### config.mk
export PLATFORM = sky130hd
export DESIGN_NAME = rv_core_top
export DESIGN_NICKNAME = d
export VERILOG_FILES = /design/src/rtl/rv_core_pkg.sv /design/src/rtl/rv_core_alu.sv /design/src/rtl/rv_core_regfile.sv /design/src/rtl/rv_core_control.sv /design/src/rtl/rv_core_datapath.sv /design/src/rtl/rv_core_top.sv
export SDC_FILE = /design/constraint.sdc
export NUM_CORES = 2
export LEC_CHECK = 0
export ABC_AREA = 1
export BUFFER_PORTS_ARGS = -buffer_cell sky130_fd_sc_hd__buf_2
export CAP_MARGIN = 20
export CORE_MARGIN = 5
export CORE_UTILIZATION = 50
export CTS_CLUSTER_DIAMETER = 150
export DETAILED_ROUTE_END_ITERATION = 6
export PLACE_DENSITY = 0.66
export SYNTH_ARGS = -nofsm -noshare
export SYNTH_HDL_FRONTEND = slang
export SYNTH_HIERARCHICAL = 1
export SYNTH_SLANG_ARGS = --single-unit
export TNS_END_PERCENT = 50
### constraint.sdc
create_clock -name clk -period 5 [get_ports clk]
set_input_delay 0.25 -clock clk [delete_from_list [all_inputs] [get_ports clk]]
set_output_delay 0.25 -clock clk [all_outputs]
set_load 0.01 [all_outputs]
### src/rtl/rv_core_pkg.sv
package rv_core_pkg;

  localparam int XLEN  = 32;
  localparam int REGAW = 5;

  localparam logic [5:0] OP_RTYPE = 6'h00;
  localparam logic [5:0] OP_LOAD  = 6'h23;
  localparam logic [5:0] OP_STORE = 6'h2B;
  localparam logic [5:0] OP_BEQ   = 6'h04;
  localparam logic [5:0] OP_JUMP  = 6'h02;

  localparam logic [5:0] FN_ADD = 6'h20;
  localparam logic [5:0] FN_SUB = 6'h22;
  localparam logic [5:0] FN_AND = 6'h24;
  localparam logic [5:0] FN_OR  = 6'h25;
  localparam logic [5:0] FN_SLT = 6'h2A;

  typedef enum logic [1:0] {
    ALU_ADD = 2'd0,
    ALU_SUB = 2'd1,
    ALU_AND = 2'd2,
    ALU_OR  = 2'd3
  } aluOp_e;

  typedef enum logic [1:0] {
    PC_SEQ    = 2'd0,
    PC_JUMP   = 2'd1,
    PC_BRANCH = 2'd2
  } pcSel_e;

  typedef struct packed {
    logic   regWe;
    logic   dstIsRd;
    logic   srcImm;
    logic   memToReg;
    logic   memWe;
    logic   isBranch;
    logic   isJump;
    logic   setLess;
    aluOp_e aluOp;
  } ctrl_t;

endpackage

### src/rtl/rv_core_alu.sv
module rv_core_alu
  import rv_core_pkg::*;
#(
  parameter int W = XLEN
) (
  input  logic [W-1:0] opA,
  input  logic [W-1:0] opB,
  input  aluOp_e       op,
  output logic [W-1:0] result,
  output logic         zero,
  output logic         lessThan
);

  logic [W-1:0] diff;
  logic         overflow;

  assign diff     = opA - opB;
  // subtraction overflows when operand signs differ and the result sign flips
  assign overflow = (opA[W-1] ^ opB[W-1]) & (diff[W-1] ^ opA[W-1]);
  assign lessThan = diff[W-1] ^ overflow;

  always_comb begin
    unique case (op)
      ALU_ADD: result = opA + opB;
      ALU_SUB: result = diff;
      ALU_AND: result = opA & opB;
      ALU_OR:  result = opA | opB;
      default: result = '0;
    endcase
  end

  assign zero = (result == '0);

endmodule

### src/rtl/rv_core_regfile.sv
module rv_core_regfile
  import rv_core_pkg::*;
#(
  parameter int W  = XLEN,
  parameter int AW = REGAW
) (
  input  logic          clk,
  input  logic          rstN,
  input  logic [AW-1:0] rdAddrA,
  output logic [W-1:0]  rdDataA,
  input  logic [AW-1:0] rdAddrB,
  output logic [W-1:0]  rdDataB,
  input  logic          wrEn,
  input  logic [AW-1:0] wrAddr,
  input  logic [W-1:0]  wrData
);

  localparam int NREGS = 1 << AW;

  logic [W-1:0] regs [NREGS];

  always_ff @(posedge clk or negedge rstN) begin
    if (!rstN) begin
      for (int i = 0; i < NREGS; i++) regs[i] <= '0;
    end else if (wrEn && (wrAddr != '0)) begin
      regs[wrAddr] <= wrData;
    end
  end

  assign rdDataA = (rdAddrA == '0) ? '0 : regs[rdAddrA];
  assign rdDataB = (rdAddrB == '0) ? '0 : regs[rdAddrB];

  // slot zero never holds anything but zero
  a_r9_slot0_clear: assert property (@(posedge clk) disable iff (!rstN)
    regs[0] == '0);

  // a write issued this cycle is visible in the array after the edge
  a_r10_write_lands: assert property (@(posedge clk) disable iff (!rstN)
    (wrEn && (wrAddr != '0)) |=> (regs[$past(wrAddr)] == $past(wrData)));

endmodule

### src/rtl/rv_core_control.sv
module rv_core_control
  import rv_core_pkg::*;
(
  input  logic [31:0] instr,
  output ctrl_t       ctrl
);

  logic [5:0] opcode;
  logic [5:0] funct;

  assign opcode = instr[31:26];
  assign funct  = instr[5:0];

  always_comb begin
    ctrl          = '0;
    ctrl.aluOp    = ALU_ADD;
    unique case (opcode)
      OP_RTYPE: begin
        ctrl.dstIsRd = 1'b1;
        unique case (funct)
          FN_ADD: begin ctrl.regWe = 1'b1; ctrl.aluOp = ALU_ADD; end
          FN_SUB: begin ctrl.regWe = 1'b1; ctrl.aluOp = ALU_SUB; end
          FN_AND: begin ctrl.regWe = 1'b1; ctrl.aluOp = ALU_AND; end
          FN_OR:  begin ctrl.regWe = 1'b1; ctrl.aluOp = ALU_OR;  end
          FN_SLT: begin
            ctrl.regWe   = 1'b1;
            ctrl.aluOp   = ALU_SUB;
            ctrl.setLess = 1'b1;
          end
          default: ctrl.regWe = 1'b0;
        endcase
      end
      OP_LOAD: begin
        ctrl.regWe    = 1'b1;
        ctrl.srcImm   = 1'b1;
        ctrl.memToReg = 1'b1;
      end
      OP_STORE: begin
        ctrl.srcImm = 1'b1;
        ctrl.memWe  = 1'b1;
      end
      OP_BEQ: begin
        ctrl.isBranch = 1'b1;
        ctrl.aluOp    = ALU_SUB;
      end
      OP_JUMP: ctrl.isJump = 1'b1;
      default: ctrl = ctrl;
    endcase
  end

endmodule

### src/rtl/rv_core_datapath.sv
module rv_core_datapath
  import rv_core_pkg::*;
#(
  parameter int W       = XLEN,
  parameter int IADDR_W = 8,
  parameter int DADDR_W = 8
) (
  input  logic               clk,
  input  logic               rstN,
  input  logic [31:0]        instr,
  input  ctrl_t              ctrl,
  output logic [IADDR_W-1:0] imemAddr,
  output logic [DADDR_W-1:0] dmemAddr,
  output logic [W-1:0]       dmemWdata,
  input  logic [W-1:0]       dmemRdata
);

  localparam int HALF = 16;

  logic [W-1:0]     pc, pcNext, pcPlus4, branchTarget, jumpTarget;
  logic [W-1:0]     immExt, rsData, rtData, aluB, aluRes, wbData;
  logic [REGAW-1:0] rsAddr, rtAddr, rdAddr, wrAddr;
  logic             aluZero, aluLess;
  pcSel_e           pcSel;

  assign rsAddr = instr[25:21];
  assign rtAddr = instr[20:16];
  assign rdAddr = instr[15:11];

  // sign extension: bit 15 replicated into the upper half
  assign immExt = {{(W-HALF){instr[HALF-1]}}, instr[HALF-1:0]};

  rv_core_regfile #(.W(W), .AW(REGAW)) uRegs (
    .clk     (clk),
    .rstN    (rstN),
    .rdAddrA (rsAddr),
    .rdDataA (rsData),
    .rdAddrB (rtAddr),
    .rdDataB (rtData),
    .wrEn    (ctrl.regWe),
    .wrAddr  (wrAddr),
    .wrData  (wbData)
  );

  assign aluB = ctrl.srcImm ? immExt : rtData;

  rv_core_alu #(.W(W)) uAlu (
    .opA      (rsData),
    .opB      (aluB),
    .op       (ctrl.aluOp),
    .result   (aluRes),
    .zero     (aluZero),
    .lessThan (aluLess)
  );

  assign wrAddr = ctrl.dstIsRd ? rdAddr : rtAddr;

  always_comb begin
    if (ctrl.memToReg)     wbData = dmemRdata;
    else if (ctrl.setLess) wbData = {{(W-1){1'b0}}, aluLess};
    else                   wbData = aluRes;
  end

  assign pcPlus4      = pc + W'(4);
  assign branchTarget = pcPlus4 + {immExt[W-3:0], 2'b00};
  assign jumpTarget   = {pcPlus4[W-1:28], instr[25:0], 2'b00};

  always_comb begin
    if (ctrl.isJump)                  pcSel = PC_JUMP;
    else if (ctrl.isBranch && aluZero) pcSel = PC_BRANCH;
    else                              pcSel = PC_SEQ;
  end

  always_comb begin
    unique case (pcSel)
      PC_JUMP:   pcNext = jumpTarget;
      PC_BRANCH: pcNext = branchTarget;
      default:   pcNext = pcPlus4;
    endcase
  end

  always_ff @(posedge clk or negedge rstN) begin
    if (!rstN) pc <= '0;
    else       pc <= pcNext;
  end

  assign imemAddr  = pc[IADDR_W+1:2];
  assign dmemAddr  = aluRes[DADDR_W+1:2];
  assign dmemWdata = rtData;

  // sequential flow steps by one word
  a_r2_seq_step: assert property (@(posedge clk) disable iff (!rstN)
    (pcSel == PC_SEQ) |=> (pc == $past(pc) + W'(4)));

  // taken branch lands at PC+4+offset*4
  a_r7_branch_target: assert property (@(posedge clk) disable iff (!rstN)
    (pcSel == PC_BRANCH) |=>
      (pc == $past(pc) + W'(4) + {$past(immExt[W-3:0]), 2'b00}));

  // jump carries the 26-bit field into PC bits 27..2, word aligned
  a_r8_jump_field: assert property (@(posedge clk) disable iff (!rstN)
    (pcSel == PC_JUMP) |=> (pc[27:0] == {$past(instr[25:0]), 2'b00}));

endmodule

### src/rtl/rv_core_top.sv
module rv_core_top
  import rv_core_pkg::*;
#(
  parameter int IADDR_W = 8,
  parameter int DADDR_W = 8
) (
  input  logic               clk,
  input  logic               rstN,
  output logic [IADDR_W-1:0] imemAddr,
  input  logic [31:0]        imemData,
  output logic [DADDR_W-1:0] dmemAddr,
  output logic [XLEN-1:0]    dmemWdata,
  output logic               dmemWe,
  input  logic [XLEN-1:0]    dmemRdata
);

  ctrl_t ctrl;

  rv_core_control uCtrl (
    .instr (imemData),
    .ctrl  (ctrl)
  );

  rv_core_datapath #(
    .W       (XLEN),
    .IADDR_W (IADDR_W),
    .DADDR_W (DADDR_W)
  ) uPath (
    .clk       (clk),
    .rstN      (rstN),
    .instr     (imemData),
    .ctrl      (ctrl),
    .imemAddr  (imemAddr),
    .dmemAddr  (dmemAddr),
    .dmemWdata (dmemWdata),
    .dmemRdata (dmemRdata)
  );

  assign dmemWe = ctrl.memWe & rstN;

  // no store strobe escapes while reset is held
  always_comb begin
    if (!rstN) a_r1_quiet_reset: assert (!dmemWe);
  end

  // a store never also writes a register or redirects the PC
  a_r6_store_exclusive: assert property (@(posedge clk) disable iff (!rstN)
    dmemWe |-> (!ctrl.regWe && !ctrl.isBranch && !ctrl.isJump));

endmodule

==> flow_summary_export.csv <==
group,metric,value,unit
status,status,"finished clean",
layout,syn2layout_area_growth,23.89,%
hold_path,holdPathEnd,"uPath/pc[2]$_DFF_PN0_",
clock_tree,clk_latency,780,ps
route,drtAntennaViolNets,0,
place,routabilityCongestion,0.9831,
clock_tree,cts_sinks,1032,
route,routed_via_density,5.882,
clock_tree,clkTransAtPathRegs,60,ps
global_routing,grt_pass1_vias,68240,
route,vias,73080,
synthesis,yosys-top-cells-area,"dfrtp_1, nand2_1, nand3_1, nor2_1, a21oi_1",
critical_path,cp.arrival,5380,ps
sta,max_slew_margin,26.39,%
pwr,ir_drop,0.2952,mV
synthesis,ys_seq_elements,1032,
sta,timing.final.crit_period,4773,ps
floorplanning,fp.dieW,371.4,um
clock_tree,root_buffer,"clkbuf_16",
floorplanning,pin_count,115,
synthesis,synth.avg_cell_area,6.561,sq um
sta,hold_violations,0,
clock_tree,cts_made_buffers,115,
global_routing,grt_max_degree,170,
hold_path,hold_start,"imemData[26]",
sta,setup_viol,0,
critical_path,cp_slowest_cell,"fa_1",
critical_path,reg2reg_from,"uPath/uRegs/regs[135]$_DFFE_PN0P_",
place,portBuffers,114,
synthesis,synth_edf_count,0,
place,post_dp_cell_area,75530,sq um
critical_path,critPathMostFrequentCell,"nand2_1",
synthesis,syn-cell-area,65320,sq um
pwr,powerDensity,314.9,nW/um^2
pwr,leakage,39.63,nW
critical_path,reg2reg_depth,36,
sta,skew,47.51,ps
critical_path,cp-end-kind,"register",
critical_path,start_kind,"register",
sta,fmax,209.5,MHz
global_routing,grt_pass1_wl,418.4,mm
synthesis,syn_nets,10130,
sta,whs,40.55,ps
global_routing,grtUsageTotal,39.19,%
floorplanning,core_area,129600,sq um
route,drt_iter0_drc,10440,
layout,final_area,80920,sq um
floorplanning,die-area,138000,sq um
sta,worstMarginPinSlew,1104,ps
synthesis,yosysMostFrequentCell,"nand2_1",
route,drc_errors,0,
pwr,finalPower,25.48,mW
hold_path,whs_path_depth,5,
place,dp_hpwl,187.8,mm
global_routing,antenna_found_initial,9,
synthesis,synthFlopType,"dfrtp_1",
sta,fin_crit_sh,95.46,%
hold_path,hold_path_class,"primary input to register",
flow_run,cap_violations,0,
clock_tree,htreeDepth,3,
critical_path,path_class,"register to register",
synthesis,yosys.area.top_type,"dfrtp_1",
route,dr.pass1.iters,7,
layout,layout-drive-gt1-share,16.89,%
critical_path,reg2reg_setup_slack,230,ps
critical_path,crit_required,5610,ps
route,wl_per_cell,22.24,um
synthesis,syn-instance-count,9955,
sta,tns,0,ps
synthesis,post-synth-top-area-fraction,39.54,%
clock_tree,cts_tree,"done",
floorplanning,start_util,50.38,%
clock_tree,clockBufferDepth,3,
global_routing,grt_overflow,0,
synthesis,ys.warnings.count,6,
layout,nNetsFinal,10760,
synthesis,synthTopCellsByCount,"nand2_1, nand3_1, dfrtp_1",
floorplanning,rows,132,
synthesis,synth_cell_types,52,
synthesis,synthArstFlopShare,100.0,%
synthesis,ys_seq_area_share,39.54,%
route,postRouteWirelength,276.3,mm
critical_path,cp_max_fo,5,
critical_path,slowest_delay,430,ps
critical_path,r2r_end,"uPath/pc[4]$_DFF_PN0_",
sta,drv_slew,0,
floorplanning,die-height,371.4,um
[layer usage]
layer	vias to the layer above	wire [um]	global-route usage, %
met1	34210	107600	52.53
met3	926	32710	8.914
met2	4620	120200	60.02
li1	33320	-	-
met5	-	11	0
met4	2	15720	19.35
[cells by family after synthesis]
logic type	after synthesis	share of synthesized area [%]
buffers and inverters	1292	8.044
XOR/XNOR	6	0.1035
AND/OR/NAND/NOR	6064	38.56
AO/OA/AOI/OAI	1433	11.29
adder cells (fa/ha/maj)	110	2.153
flip-flops	1032	39.54
multiplexers	18	0.3103
[worst max-delay path, delay by kind of cell, from the launching register on]
kind | cells | cell delay, ps
flops | 1 | 410
buf+inv | 6 | 750
simple gates | 22 | 2110
fa+ha+maj | 2 | 640
compound gates | 6 | 680
[how the worst max path moves through the flow]
stage	to	slack, ps	cells past startpoint	startpoint
after CTS	uPath/pc[9]$_DFF_PN0_	4	37	uPath/uRegs/regs[56]$_DFFE_PN0P_
after detailed placement	uPath/pc[7]$_DFF_PN0_	-820	40	imemData[16]
after global placement	uPath/pc[7]$_DFF_PN0_	-730	40	imemData[16]
final	uPath/pc[4]$_DFF_PN0_	230	36	uPath/uRegs/regs[135]$_DFFE_PN0P_
after global routing	uPath/pc[4]$_DFF_PN0_	-80	36	uPath/uRegs/regs[219]$_DFFE_PN0P_
after floorplan	uPath/pc[7]$_DFF_PN0_	0.4	39	imemData[16]
[stage by stage]
stage	util (%)	setup WS [ps]	instances
after global routing	62.41	-76.42	12420
after CTS	61.54	4.019	12380
after detailed placement	58.25	-823.5	12160
after global placement	58.25	-732.6	12160
final	62.42	227.1	12430
after floorplan	-	0.4188	9955
[area by class of cell]
type	instances	area [sq um]
Clock buffer	162	3420
Timing Repair Buffer	1313	11800
Antenna cell	5	12.51
Inverter	491	1901
Sequential cell	1032	25820
Clock inverter	49	656.9
Multi-Input combinational cell	7631	35130
Tap cell	1742	2180
Fill cell	11850	48730
[report_power, final]
| part | internal (mW) | switching [mW] |
|---|---|---|
| Sequential | 8.61 | 0.240 |
| Combinational | 2.76 | 4.73 |
| Clock | 5.38 | 3.77 |
[cell usage in the layout, fill, tap and decap left out, drive strengths merged]
cell type,count
nor3,23
nand2,3507
bufinv,12
inv,489
o21a,1
o21bai,11
clkinv,30
diode,5
a21oi,717
buf,1297
o221ai,1
o2111ai,1
nand3b,4
fa,4
nor4,5
dlygate4sd3,14
or2,5
clkinvlp,9
xnor2,1
xor2,5
a31oi,1
nand3,1522
mux2,18
a211oi,6
nand4,23
clkbuf,164
o211ai,17
o22ai,11
nor2,975
o21ai,666
ha,106
dfrtp,1032
o311ai,1
[timing repair]
action	CTS	global route
hold buffers	14	0
buffers inserted	0	34
cloned	0	2
hold endpoints to repair	82	0
gates resized for setup	13	226
pin swaps	0	42
setup endpoints to repair	40	90
[registers in the layout (all words and copies together), names as in the netlist]
signal	cells
uPath/pc	8
uPath/uRegs/regs	1024
No activity file was read; power rests on OpenSTA's default activity.
